--- src/rtl/errlog_pkg.sv ---
package errlog_pkg;

    typedef enum logic [1:0] {
        RA_STATUS = 2'd0,
        RA_MASK   = 2'd1,
        RA_FIRST  = 2'd2,
        RA_NEXT   = 2'd3
    } reg_addr_e;

    typedef enum logic {
        FE_EMPTY = 1'b0,
        FE_HELD  = 1'b1
    } first_state_e;

endpackage

--- src/rtl/errlog_w1c_bank.sv ---
module errlog_w1c_bank #(
    parameter int          W           = 32,
    parameter logic [W-1:0] VALID      = '1,
    parameter bit          WARM_CLEARS = 1'b0
) (
    input  logic         clk,
    input  logic         cold_rst_n,
    input  logic         warm_rst_n,
    input  logic [W-1:0] set_i,
    input  logic [W-1:0] clr_i,
    output logic [W-1:0] q_o
);

    logic         rst_hit;
    logic [W-1:0] q;

    generate
        if (WARM_CLEARS) begin : g_warm
            assign rst_hit = !cold_rst_n || !warm_rst_n;
        end else begin : g_sticky
            assign rst_hit = !cold_rst_n;
        end
    endgenerate

    // set has priority over a same-cycle clear
    always_ff @(posedge clk) begin
        if (rst_hit) q <= '0;
        else         q <= ((q & ~clr_i) | set_i) & VALID;
    end

    assign q_o = q;

endmodule

--- src/rtl/errlog_mask_reg.sv ---
module errlog_mask_reg #(
    parameter int           W         = 32,
    parameter logic [W-1:0] RESET_VAL = '0,
    parameter logic [W-1:0] WRITABLE  = '1
) (
    input  logic         clk,
    input  logic         cold_rst_n,
    input  logic         wr_i,
    input  logic [W-1:0] wdata_i,
    output logic [W-1:0] q_o
);

    logic [W-1:0] q;

    always_ff @(posedge clk) begin
        if (!cold_rst_n) q <= RESET_VAL & WRITABLE;
        else if (wr_i)   q <= wdata_i & WRITABLE;
    end

    assign q_o = q;

endmodule

--- src/rtl/errlog_first_fsm.sv ---
module errlog_first_fsm
    import errlog_pkg::*;
#(
    parameter int W = 32
) (
    input  logic         clk,
    input  logic         cold_rst_n,
    input  logic         warm_rst_n,
    input  logic [W-1:0] unmasked_i,
    input  logic [W-1:0] clr_i,
    output logic [W-1:0] first_o,
    output logic [W-1:0] to_next_o,
    output logic         held_o
);

    first_state_e state_q, state_d;
    logic [W-1:0] first_q, first_d;
    logic         rst_hit;

    assign rst_hit = !cold_rst_n || !warm_rst_n;

    // state register
    always_ff @(posedge clk) begin
        if (rst_hit) state_q <= FE_EMPTY;
        else         state_q <= state_d;
    end

    // next state and outputs
    always_comb begin
        state_d   = state_q;
        first_d   = first_q;
        to_next_o = '0;
        unique case (state_q)
            FE_EMPTY: begin
                if (unmasked_i != '0) begin
                    first_d = unmasked_i;   // capture
                    state_d = FE_HELD;
                end
            end
            FE_HELD: begin
                to_next_o = unmasked_i;
                first_d   = first_q & ~clr_i;
                if (first_d == '0) state_d = FE_EMPTY;   // release
            end
            default: state_d = FE_EMPTY;
        endcase
    end

    always_ff @(posedge clk) begin
        if (rst_hit) first_q <= '0;
        else         first_q <= first_d;
    end

    assign first_o = first_q;
    assign held_o  = (state_q == FE_HELD);

endmodule

--- src/rtl/errlog_unit.sv ---
module errlog_unit
    import errlog_pkg::*;
#(
    parameter int              ERR_W       = 32,
    parameter logic [ERR_W-1:0] VALID_BITS = 32'h0000_F027,
    parameter logic [ERR_W-1:0] MASK_RESET = 32'h0000_E000,
    parameter logic [ERR_W-1:0] MASK_RW    = 32'h0000_FFFF,
    parameter logic [ERR_W-1:0] IGNORE_BITS = 32'h0000_000F
) (
    input  logic             clk,
    input  logic             cold_rst_n,
    input  logic             warm_rst_n,
    input  logic [ERR_W-1:0] err_pulse,
    input  logic             reg_wr,
    input  logic [1:0]       reg_addr,
    input  logic [ERR_W-1:0] reg_wdata,
    output logic [ERR_W-1:0] reg_rdata,
    output logic             global_err
);

    localparam logic [ERR_W-1:0] GATE_BITS = ~IGNORE_BITS;

    reg_addr_e        addr;
    logic [ERR_W-1:0] status_q, mask_q, first_q, next_q;
    logic [ERR_W-1:0] valid_ev, unmasked, to_next;
    logic [ERR_W-1:0] clr_status, clr_first, clr_next;
    logic             wr_mask, held;

    assign addr       = reg_addr_e'(reg_addr);
    assign valid_ev   = err_pulse & VALID_BITS;
    assign unmasked   = valid_ev & ~(mask_q & GATE_BITS);
    assign wr_mask    = reg_wr && (addr == RA_MASK);
    assign clr_status = (reg_wr && addr == RA_STATUS) ? reg_wdata : '0;
    assign clr_first  = (reg_wr && addr == RA_FIRST)  ? reg_wdata : '0;
    assign clr_next   = (reg_wr && addr == RA_NEXT)   ? reg_wdata : '0;

    errlog_w1c_bank #(.W(ERR_W), .VALID(VALID_BITS), .WARM_CLEARS(1'b0)) u_status (
        .clk(clk), .cold_rst_n(cold_rst_n), .warm_rst_n(warm_rst_n),
        .set_i(valid_ev), .clr_i(clr_status), .q_o(status_q)
    );

    errlog_mask_reg #(.W(ERR_W), .RESET_VAL(MASK_RESET), .WRITABLE(MASK_RW)) u_mask (
        .clk(clk), .cold_rst_n(cold_rst_n), .wr_i(wr_mask),
        .wdata_i(reg_wdata), .q_o(mask_q)
    );

    errlog_first_fsm #(.W(ERR_W)) u_first (
        .clk(clk), .cold_rst_n(cold_rst_n), .warm_rst_n(warm_rst_n),
        .unmasked_i(unmasked), .clr_i(clr_first),
        .first_o(first_q), .to_next_o(to_next), .held_o(held)
    );

    errlog_w1c_bank #(.W(ERR_W), .VALID(VALID_BITS), .WARM_CLEARS(1'b1)) u_next (
        .clk(clk), .cold_rst_n(cold_rst_n), .warm_rst_n(warm_rst_n),
        .set_i(to_next), .clr_i(clr_next), .q_o(next_q)
    );

    always_comb begin
        unique case (addr)
            RA_STATUS: reg_rdata = status_q;
            RA_MASK:   reg_rdata = mask_q;
            RA_FIRST:  reg_rdata = first_q;
            RA_NEXT:   reg_rdata = next_q;
            default:   reg_rdata = '0;
        endcase
    end

    assign global_err = held;

endmodule

--- config.mk ---
export PLATFORM = sky130hd
export DESIGN_NAME = errlog_unit
export DESIGN_NICKNAME = d
export VERILOG_FILES = /design/src/rtl/errlog_pkg.sv /design/src/rtl/errlog_w1c_bank.sv /design/src/rtl/errlog_mask_reg.sv /design/src/rtl/errlog_first_fsm.sv /design/src/rtl/errlog_unit.sv
export SDC_FILE = /design/constraint.sdc
export NUM_CORES = 1
export LEC_CHECK = 0
export CAP_MARGIN = 20
export CORE_MARGIN = 3
export CORE_UTILIZATION = 40
export DETAILED_ROUTE_END_ITERATION = 10
export DONT_BUFFER_PORTS = 1
export GPL_TIMING_DRIVEN = 0
export PLACE_DENSITY = 0.53
export SYNTH_ARGS = -nofsm -noshare
export SYNTH_HDL_FRONTEND = slang
export SYNTH_SLANG_ARGS = --single-unit
--- constraint.sdc ---
create_clock -name clk -period 1.7 [get_ports clk]
set_clock_uncertainty 0.1 [all_clocks]
set_input_delay 0 -clock clk [delete_from_list [all_inputs] [get_ports clk]]
set_output_delay 0 -clock clk [all_outputs]
set_load 0.02 [all_outputs]
== Word-level counts from Yosys, hierarchy flattened ==
Cells that the tools add are included.

* Multiplexer cells: 10
* Eq/ne operators: 4
* Reductions and logical operators: 10
* Bitwise operators: 11

{| class="wikitable"
|+ Operators with widths
! kind !! count
|-
| $pmux W32 S4 || 1
|-
| $mux W32 || 2
|-
| $pmux W32 S2 || 1
|-
| $mux W16 || 3
|-
| $and A16 B16 Y16 || 2
|-
| $and A16 B32 Y32 || 1
|-
| $and A32 B32 Y32 || 1
|-
| $logic_not A32 Y1 || 1
|-
| $not A16 Y16 || 2
|-
| $not A16 Y32 || 1
|-
| $not A32 Y32 || 1
|-
| $or A16 B16 Y16 || 2
|-
| $reduce_bool A32 Y1 || 1
|-
| $eq A2 B2 Y1 const B || 2
|-
| $logic_and A1 B1 Y1 || 4
|-
| $eq A2 B1 Y1 const B || 1
|-
| $logic_not A1 Y1 || 2
|-
| $logic_not A2 Y1 || 1
|-
| $mux W1 || 2
|-
| $ne A2 B1 Y1 const B || 1
|-
| $pmux W1 S2 || 1
|-
| $logic_or A1 B1 Y1 || 1
|-
| $not A1 Y1 || 1
|}

* Word-level logic and storage cells: 40
* Register bits: 65
* Input port bits: 70

== Longest topological paths before layout ==
Gate-level depths: netlist of run 1.

* Depth after elaboration: 8
* Gate-level depth with buffers: 7
* Depth with buffers taken out: 5

== Cells and area by module ==
From an unflattened synthesis of run 1, not the netlist that was laid out.

* Cell total of the unflattened synthesis: 630
* Area total of the unflattened synthesis: 5562.8 µm²

{| class="wikitable"
|+ By module, submodules not included
! module !! sequential area each (µm²) !! cells each !! area an instance (µm²) !! times used
|-
| errlog_first_fsm || 660.6 || 281 || 1970.6 || 1
|-
| errlog_unit || 0.0 || 173 || 1868.0 || 1
|-
| errlog_mask_reg || 320.3 || 68 || 732.0 || 1
|-
| errlog_w1c_bank (u_status) || 160.2 || 50 || 521.8 || 1
|-
| errlog_w1c_bank (u_next) || 160.2 || 58 || 470.5 || 1
|}

== Worst setup path after synthesis of run 1 ==
No wires, ideal clock.

* Path kind: flip-flop to flip-flop
* From: register u_first.state_q (netlist: u_first.held_o)
* To: register u_first.state_q (netlist: u_first.held_o)
* Setup slack: 7 ps
* Stages on the path, launching flop included: 6
* Required time: 1485 ps
* Arrival time: 1478 ps
* Library setup time: 115 ps
* Cell sequence: dfxtp_1 > clkinv_1 > a21oi_1 > nor4b_1 > nand4_1 > o21a_1

* Word-level cells in the longest chain between the ends: 2

{| class="wikitable"
|+ RTL lines
! item !! RTL line !! text
|-
| start, declared || errlog_first_fsm.sv:16 || <nowiki>first_state_e state_q, state_d;</nowiki>
|-
| start signal, assigned || errlog_first_fsm.sv:25 || <nowiki>else state_q <= state_d;</nowiki>
|-
| $not A1 Y1 || errlog_first_fsm.sv:33 || <nowiki>unique case (state_q)</nowiki>
|-
| $pmux W1 S2 (*) || errlog_first_fsm.sv:33 ||
|}

Mark *: on every way between the ends. The rest lies on a longest branch, timed or not.
A chain may end at the register's enable or synchronous reset.

== Final worst setup path of run 1 ==
* From: register u_mask.q[13] (netlist: u_mask.q_o[13])
* To: register u_first.first_q[23] (netlist: u_first.first_o[23])

* Word-level cells in the longest chain between the ends: 4

{| class="wikitable"
|+ RTL lines
! item !! RTL line !! text
|-
| start, declared || errlog_mask_reg.sv:13 || <nowiki>logic [W-1:0] q;</nowiki>
|-
| start signal, assigned || errlog_mask_reg.sv:16 || <nowiki>if (!cold_rst_n) q <= RESET_VAL & WRITABLE;</nowiki>
|-
| start signal, assigned || errlog_mask_reg.sv:17 || <nowiki>else if (wr_i) q <= wdata_i & WRITABLE;</nowiki>
|-
| $not A16 Y32 || errlog_unit.sv:31 || <nowiki>assign unmasked = valid_ev & ~(mask_q & GATE_BITS);</nowiki>
|-
| $and A16 B32 Y32 || errlog_unit.sv:31 ||
|-
| $reduce_bool A32 Y1 || errlog_first_fsm.sv:35 || <nowiki>if (unmasked_i != '0) begin</nowiki>
|-
| $ne A2 B1 Y1 (no line) || -- ||
|-
| end signal, assigned || errlog_first_fsm.sv:51 || <nowiki>else first_q <= first_d;</nowiki>
|-
| end, declared || errlog_first_fsm.sv:17 || <nowiki>logic [W-1:0] first_q, first_d;</nowiki>
|}

No other way between the ends.

==> flow_metrics.tcl, run 1 <==
set metrics [dict create \
    die_area_sq_um 8900 \
    timing.final.crit_period_ns 1.70 \
    status "finished, violations left" \
    placed_instances 457 \
    route.detailed.wl_per_inst_um 19.3 \
    net_count_of_the_mapped_netlist 428 \
    synthToLayoutAreaGrowth_pct 27.8 \
    slew_violations 0 \
    drc 0 \
    finalSetupTns_ns -0.00109 \
    headroom_to_the_max_slew_limit 0.529 \
    vdd_drop_max_mv 0.407 \
    h-tree-depth 3 \
    height_of_the_die_um 94.3 \
    post-route-cell-area_sq_um 3990 \
    fillCellCount 725 \
    violations "setup timing" \
    grt_start_max_net_pins 11 \
    cts_tree "built" \
    power.leakage_nw 1.55 \
    grt_pass1_wl_um 15900 \
    drive_gt1_frac 0.112 \
    finalHoldWorstSlack_ns 0.0198 \
    clock.fmax_mhz 588 \
    first_iter_violations 142 \
    synth_cells 358 \
    synth_top_family_by_area "simple AND/OR/NAND/NOR gates" \
    async_flop_share 0 \
    cts.reportedPaths.clkPinSlew_ns 0.07 \
    top_level_ports 103 \
    globalRouteOverflowTotal 0 \
    synth-main-ff-cell "dfxtp_1" \
    post_synth.cell_area_avg_sq_um 8.72 \
    design.core.area_sq_um 7410 \
    gpl.final_weighted_congestion 0.807 \
    timing.critical_path.from "u_mask.q_o[13]$_SDFFE_PN1P_" \
    initial_core_util 0.421 \
    synth_enable_flop_cells 0 \
    slowest_stage_cell_on_the_critical_path "or4_4" \
    post_synth_and_or_nand_nor_area_fraction 0.272 \
    finalSetupViolCount 1 \
    hold_path_class "input port to flop" \
    xor_xnor_portion_of_the_synthesized_cell_area 0 \
    yosys.area_share.adder 0 \
    setup_repair_after_global_routing_missed_its_margin "yes" \
    ys_ff_latch 65 \
    critPathTopFamily "simple AND/OR/NAND/NOR gates" \
    worst_pin_slew_ns 0.707 \
    clk-insertion-delay-late_ns 0.35 \
    grt_util_all_layers 0.239 \
    antenna_violating_nets_post_route 0 \
    regToRegStartpoint "u_mask.q_o[13]$_SDFFE_PN1P_" \
    synth_area_sq_um 3120 \
    io_buffer_count 0 \
    detailedPlacementHpwl_um 6850 \
    final_min_period_over_clock_period 1.00 \
    antennaDiodeCount 0 \
    width_of_the_die_um 94.3 \
    total_cts_buffers 9 \
    initial_antenna_violation_count 0 \
    synth_compound_area_frac 0.206 \
    via_density_per_instance 5.47 \
    fin_cells 526 \
    layout_setup_ws_ns -0.00109 \
    fin_nets 493 \
    detail_route.wirelength_um 10200 \
    grt_pass1_vias 2933 \
    root_buffer "clkbuf_8" \
    critical_path_rt_ns 1.89 \
    hold_path.startpoint "reg_wdata[0]" \
    crit_chain "nor2b_2 -> or4_4 -> o21ai_4 -> and2b_4 -> buf_6 -> and3_1" \
    cap_viol_max_count 0 \
    cts.sinks 65 \
    crit_buf_inv 1 \
    dpl-instance-area_sq_um 3240 \
    fp-row-count 31 \
    yosys-mux-area-fraction 0.0577 \
    via_count 2877 \
    ctsLongestPathBuffers 2 \
    worst_ep_arrival_time_ns 1.89 \
    critPathCaptureType "flop" \
    p_per_area_nw_per_um2 815 \
    critPathLaunchType "flop" \
    synth_warnings 0 \
    hold_viol 0 \
    ys_types 35 \
    firstDrtPassIters 4 \
    setup.worst_path.class "flop to flop" \
    timing.critical_path.fanout_max 10 \
    seq_area_frac_synth 0.417 \
    cpPeakStageDelay_ns 0.46 \
    pnr_total_power_mw 3.25 \
]
what timing repair did:
action / 4_1_cts / 5_1_grt
buffers inserted: 2 / 1
endpoints found under the hold margin: 65 / 0
gates resized for setup: 6 / 8
setup endpoints to repair: 46 / 30
pin swaps: 1 / 3
hold buffers: 51 / 0
cell families after synthesis:
group	count (synthesis)
buffers and inverters	24
and+or+nand+nor	170
DFF	65
muxes	8
AOI/OAI and AO/OA	91
sequential cells by signal, indices dropped and copies added (netlist names):
| name | count |
|---|---|
| u_next.q_o | 8 |
| u_mask.q_o | 16 |
| u_first.held_o | 1 |
| u_status.q_o | 8 |
| u_first.first_o | 32 |
worst reg2reg max path, stage by stage, from the launching register on:
cell and delay (ns):
dfxtp_2 0.35, nor2b_2 0.06, or4_4 0.46, o21ai_4 0.18, and2b_4 0.21, buf_6 0.14, and3_1 0.16
synthesized netlist by cell type (all sizes together), types with 8 or more instances:
library cell / instances / area, sq um
a21boi: 37 / 278
a21oi: 21 / 105
a22o: 8 / 70.1
and2: 18 / 113
and3: 25 / 156
buf: 14 / 110
clkbuf: 8 / 30.0
dfxtp: 65 / 1300
mux4: 8 / 180
nand2: 85 / 319
nor2: 9 / 33.8
nor2b: 11 / 68.8
routing by layer:
layer | vias to the layer above | routed length (um) | GRT usage
met5 | - | 0 | 0
met4 | 0 | 129 | 0.0794
met3 | 10 | 569 | 0.0625
met2 | 79 | 4560 | 0.360
met1 | 1402 | 4900 | 0.332
li1 | 1386 | - | -
stage by stage:
step	setup WS, ns	util
2_1_floorplan	0.00732	-
4_1_cts	0.000413	0.536
5_1_grt	-0.0548	0.538
6_report	-0.00109	0.538
3_3_place_gp	-0.433	0.438
3_5_place_dp	-0.421	0.438
report_power, final:
| part | total, mW | internal [mW] | switching (mW) | leakage, nW |
|---|---|---|---|---|
| combinational | 0.400 | 0.189 | 0.211 | 0.924 |
| sequential | 1.59 | 1.56 | 0.0291 | 0.529 |
| clock | 1.26 | 0.663 | 0.598 | 0.0929 |
cell usage in the layout, fill, tap and decap left out, types with 18 or more instances in the layout:
master,n
a21oi_1,21
dlygate4sd3_1,51
and2_1,18
dfxtp_1,63
a21boi_0,37
nand2_1,85
and3_1,25
area by class of cell:
cell class	instances	area (sq um)	share of cell area
clock buffer	11	131	0.0329
multi-input combinational	269	1690	0.425
buffer	22	141	0.0355
tap	99	124	0.0311
sequential	65	1310	0.328
timing repair buffer	54	537	0.135
clock inverter	4	45.0	0.0113
inverter	2	10.0	0.00251
worst paths after layout:
kind                                       to  slack (ns)  cells past startpoint
max          u_first.first_o[23]$_SDFFE_PP0P_      -0.001                      6
max reg2reg  u_first.first_o[23]$_SDFFE_PP0P_      -0.001                      6
min                 u_first.held_o$_SDFF_PP0_        0.02                      4
min reg2reg       u_mask.q_o[11]$_SDFFE_PN0P_        0.37                      2
Note: power is estimated with default switching activity, not from simulation.
==> run 2, diff against run 1 <==
--- a/config.mk
+++ b/config.mk
@@ -12,6 +12,7 @@
 export DONT_BUFFER_PORTS = 1
 export GPL_TIMING_DRIVEN = 0
 export PLACE_DENSITY = 0.53
+export SKIP_CTS_REPAIR_TIMING = 1
 export SYNTH_ARGS = -nofsm -noshare
 export SYNTH_HDL_FRONTEND = slang
 export SYNTH_SLANG_ARGS = --single-unit
==> flow_metrics.tcl, run 2 (synthesis results as in run 1) <==
set metrics [dict create \
    critPathCaptureType "flop" \
    antennaDiodeCount 0 \
    initial_core_util 0.421 \
    total_cts_buffers 9 \
    layout_setup_ws_ns 0.000814 \
    detail_route.wirelength_um 10300 \
    critPathLaunchType "flop" \
    routed-wl-met3_um 768 \
    timing.final.crit_period_ns 1.70 \
    min_path_cells 4 \
    worst_pin_slew_ns 0.763 \
    area.sequential_sq_um 1310 \
    setup.worst_path.class "flop to flop" \
    share_comb_of_total_power 0.125 \
    cts.reportedPaths.clkPinSlew_ns 0.07 \
    pnr_total_power_mw 3.24 \
    crit_chain "nor2b_2 -> or4_4 -> o21ai_4 -> and2b_4 -> buf_6 -> and3_1" \
    drc 0 \
    firstDrtPassIters 4 \
    detailedPlacementHpwl_um 6850 \
    clock.fmax_mhz 589 \
    globalRouteOverflowTotal 0 \
    wl_met1_um 4720 \
    initial_antenna_violation_count 0 \
    critical_path_rt_ns 1.89 \
    cts.sinks 65 \
    cpPeakStageDelay_ns 0.46 \
    grt_pass1_vias 2618 \
    headroom_to_the_max_slew_limit 0.491 \
    dr_wl_met2_um 4700 \
    slowest_stage_cell_on_the_critical_path "or4_4" \
    drive_gt1_frac 0.130 \
    finalHoldWorstSlack_ns -0.0148 \
    gpl.final_weighted_congestion 0.807 \
    via_density_per_instance 5.45 \
    route.detailed.wl_per_inst_um 19.6 \
    utilization 0.536 \
    h-tree-depth 3 \
    hold_viol 2 \
    io_buffer_count 0 \
    first_iter_violations 139 \
    p_per_area_nw_per_um2 816 \
    hold_path_class "input port to flop" \
    top_level_ports 103 \
    fillCellCount 719 \
    worst-r2r-cell-count 6 \
    clkPwrFrac 0.385 \
    placed_instances 457 \
    worst_ep_arrival_time_ns 1.89 \
    share_seq_of_total_power 0.490 \
    final_min_period_over_clock_period 1.00 \
    fin_nets 490 \
    status "finished, violations left" \
    area_occupied_by_multi_input_gates_sq_um 1710 \
    fin_cells 523 \
    cts_tree "built" \
    dp_worst_setup_slack_ns -0.421 \
    via_count 2848 \
    root_buffer "clkbuf_8" \
    violations "hold timing" \
    design.core.area_sq_um 7410 \
    vdd_drop_max_mv 0.400 \
    width_of_the_die_um 94.3 \
    final_common_cell "nand2_1" \
    internal_power_mw 2.42 \
    grt_util_all_layers 0.221 \
    dr.max_layer_used "met4" \
    setup_repair_after_global_routing_missed_its_margin "yes" \
    antenna_violating_nets_post_route 0 \
    die_area_sq_um 8900 \
    synthToLayoutAreaGrowth_pct 27.3 \
    fp-row-count 31 \
    switching_share 0.255 \
    power.leakage_nw 1.54 \
    height_of_the_die_um 94.3 \
    finalSetupViolCount 0 \
    mostFrequentLayoutCells "85 x nand2_1, 63 x dfxtp_1, 45 x dlygate4sd3_1, 37 x a21boi_0, 25 x and3_1" \
    clk-insertion-delay-late_ns 0.34 \
    ctsLongestPathBuffers 2 \
    timing.critical_path.fanout_max 10 \
    largest_register_ffs 32 \
    slew_violations 0 \
    grt_pass1_wl_um 14600 \
    switchingPower_mw 0.826 \
    grt_start_max_net_pins 11 \
    cap_viol_max_count 0 \
]
[run 2: area by class of cell]
cell class | count | share of cell area
buffer | 22 | 0.0359
clock buffer | 11 | 0.0331
clock inverter | 4 | 0.0113
inverter | 2 | 0.00283
multi-input combinational | 269 | 0.431
sequential | 65 | 0.329
tap | 99 | 0.0312
timing repair buffer | 51 | 0.126
[run 2: through the flow]
| step | instance area (sq um) | TNS, ns |
|---|---|---|
| after global placement | 3240 | -8.67 |
| after CTS | 3420 | -9.59 |
| after detailed placement | 3240 | -9.15 |
| after global routing | 3970 | -0.668 |
| final | 3970 | 0 |
| after floorplan | 3120 | 0 |
[run 2: worst paths after layout]
kind / startpoint / to / slack [ns]
min: reg_wdata[16] / u_first.held_o$_SDFF_PP0_ / -0.01
max: u_mask.q_o[13]$_SDFFE_PN1P_ / u_first.first_o[31]$_SDFFE_PP0P_ / 0.0008
max reg2reg: u_mask.q_o[13]$_SDFFE_PN1P_ / u_first.first_o[31]$_SDFFE_PP0P_ / 0.0008
min reg2reg: u_mask.q_o[11]$_SDFFE_PN0P_ / u_mask.q_o[11]$_SDFFE_PN0P_ / 0.36
[run 2: power groups by stage]
stage / Sequential [mW] / Clock [mW] / Combinational, mW
final: 1.59 / 1.25 / 0.405
after floorplan: 1.61 / 0 / 0.210
after CTS: 1.59 / 1.29 / 0.274
after detailed placement: 1.62 / 0 / 0.273
after global routing: 1.59 / 1.37 / 0.438
after global placement: 1.62 / 0 / 0.271
[run 2: worst max-delay path: cells and delay by family, from the launching register on]
kind            cells  cell delay [ns]
simple gates        4             0.89
flops               1             0.35
compound gates      1             0.17
buf+inv             1             0.14
[run 2: layer usage]
metal,track usage,vias up
met5,0,-
met3,0.0673,6
met4,0.0698,0
met1,0.311,1369
met2,0.323,90
li1,-,1383
==> run 3, diff against run 2 <==
--- a/config.mk
+++ b/config.mk
@@ -6,11 +6,13 @@
 export NUM_CORES = 1
 export LEC_CHECK = 0
 export CAP_MARGIN = 20
+export CORE_ASPECT_RATIO = 0.8
 export CORE_MARGIN = 3
 export CORE_UTILIZATION = 40
 export DETAILED_ROUTE_END_ITERATION = 10
 export DONT_BUFFER_PORTS = 1
 export GPL_TIMING_DRIVEN = 0
+export MAX_ROUTING_LAYER = met4
 export PLACE_DENSITY = 0.53
 export SKIP_CTS_REPAIR_TIMING = 1
 export SYNTH_ARGS = -nofsm -noshare
==> flow_metrics.tcl, run 3 (synthesis results as in run 1) <==
set metrics [dict create \
    status "finished, violations left" \
    violations "hold timing" \
    grt_start_max_net_pins 12 \
    final_common_cell "nand2_1" \
    hold_path.startpoint "err_pulse[0]" \
    utilization 0.538 \
    grt_util_all_layers 0.229 \
    crit_chain "nor2b_2 -> or4_4 -> o21ai_4 -> and2b_4 -> buf_6 -> and3_1" \
    root_buffer "clkbuf_8" \
    mostFrequentLayoutCells "85 x nand2_1, 63 x dfxtp_1, 47 x dlygate4sd3_1, 37 x a21boi_0, 25 x and3_1" \
    h-tree-depth 3 \
    die_area_sq_um 8900 \
    antennaDiodeCount 0 \
    cpPeakStageDelay_ns 0.46 \
    hold_path_class "input port to flop" \
    cts.sinks 65 \
    worst_ep_arrival_time_ns 1.87 \
    drc 0 \
    top_level_ports 103 \
    hold_viol 5 \
    detail_route.wirelength_um 10400 \
    width_of_the_die_um 105 \
    first_iter_violations 158 \
    critical_path_rt_ns 1.89 \
    via_density_per_instance 5.47 \
    grt_pass1_vias 2669 \
    power.leakage_nw 1.56 \
    route.detailed.wl_per_inst_um 19.6 \
    io_buffer_count 0 \
    fin_nets 491 \
    drive_gt1_frac 0.129 \
    finalHoldWorstSlack_ns -0.307 \
    globalRouteOverflowTotal 0 \
    critPathCaptureType "flop" \
    initial_core_util 0.416 \
    pnr_total_power_mw 3.52 \
    ff2ff_setup_slack_ns 0.02 \
    design.core.area_sq_um 7500 \
    setup_repair_after_global_routing_missed_its_margin "yes" \
    ctsLongestPathBuffers 2 \
    timing.critical_path.fanout_max 10 \
    total_cts_buffers 9 \
    layout_setup_ws_ns 0.0160 \
    clock.fmax_mhz 594 \
    regToRegStartpoint "u_mask.q_o[13]$_SDFFE_PN1P_" \
    headroom_to_the_max_slew_limit 0.527 \
    detailedPlacementHpwl_um 7010 \
    largest_register_ffs 32 \
    dp_worst_setup_slack_ns -0.487 \
    critPathLaunchType "flop" \
    timing.final.crit_period_ns 1.68 \
    antenna_violating_nets_post_route 0 \
    grt_pass1_wl_um 15200 \
    slew_violations 0 \
    worst_pin_slew_ns 0.710 \
    dpl-instance-area_sq_um 3250 \
    firstDrtPassIters 5 \
    vdd_drop_max_mv 0.651 \
    p_per_area_nw_per_um2 873 \
    min_path_cells 2 \
    fillCellCount 785 \
    fp-row-count 28 \
    finalSetupViolCount 0 \
    hold-path-endpoint "u_first.first_o[0]$_SDFFE_PP0P_" \
    timing.critical_path.from "u_mask.q_o[13]$_SDFFE_PN1P_" \
    worst-r2r-cell-count 6 \
    setup.worst_path.class "flop to flop" \
    gpl.final_weighted_congestion 0.825 \
    height_of_the_die_um 85 \
    cap_viol_max_count 0 \
    final_min_period_over_clock_period 0.991 \
    cts_tree "built" \
    post-route-cell-area_sq_um 4030 \
    rr_endpoint "u_first.first_o[16]$_SDFFE_PP0P_" \
    slowest_stage_cell_on_the_critical_path "or4_4" \
    synthToLayoutAreaGrowth_pct 29.2 \
    via_count 2906 \
    cts.reportedPaths.clkPinSlew_ns 0.07 \
    initial_antenna_violation_count 0 \
    clk-insertion-delay-late_ns 0.35 \
]
[run 3: layout make-up]
cell class / instances / area [sq um] / share of cell area
multi-input cells: 269 / 1700 / 0.422
flip-flops and latches: 65 / 1310 / 0.324
repair buffers: 53 / 515 / 0.128
clock buffers: 11 / 151 / 0.0376
plain buffers: 21 / 138 / 0.0341
well taps: 105 / 131 / 0.0326
clock inverters: 5 / 77.6 / 0.0192
inverters: 2 / 11.3 / 0.00279
[run 3: where the power goes]
part / internal, mW / switching, mW / total (mW)
logic: 0.191 / 0.213 / 0.404
clock network: 0.901 / 0.624 / 1.53
registers: 1.56 / 0.0288 / 1.59
total: 2.65 / 0.866 / 3.52
[run 3: per-stage QoR]
stage               instances  setup TNS (ns)
finish                    531               0
CTS                       479           -8.43
floorplan                 358               0
global placement          463           -8.89
global route              531          -0.542
detailed placement        463           -8.08
[run 3: per-layer routing]
layer	track usage	up-vias	part of all wire
met1	0.331	1430	0.51
li1	-	1383	-
met3	0.0593	13	0.047
met5	-	-	0
met4	0.0596	0	0.013
met2	0.317	80	0.43
[run 3: worst max path at each step]
stage / to / slack, ns / cells past startpoint
3_3_place_gp: u_first.held_o$_SDFF_PP0_ / -0.51 / 5
2_1_floorplan: u_first.held_o$_SDFF_PP0_ / 0.007 / 5
6_report: u_first.first_o[16]$_SDFFE_PP0P_ / 0.02 / 6
4_1_cts: u_first.held_o$_SDFF_PP0_ / -0.50 / 5
3_5_place_dp: u_first.held_o$_SDFF_PP0_ / -0.49 / 5
5_1_grt: u_first.first_o[22]$_SDFFE_PP0P_ / -0.05 / 6
[run 3: worst max-delay path: cells and delay by family, from the launching register on]
family / cells / cell delay, ns
buffers and inverters: 1 / 0.14
AOI/OAI and AO/OA: 1 / 0.16
and+or+nand+nor: 4 / 0.88
DFF: 1 / 0.35
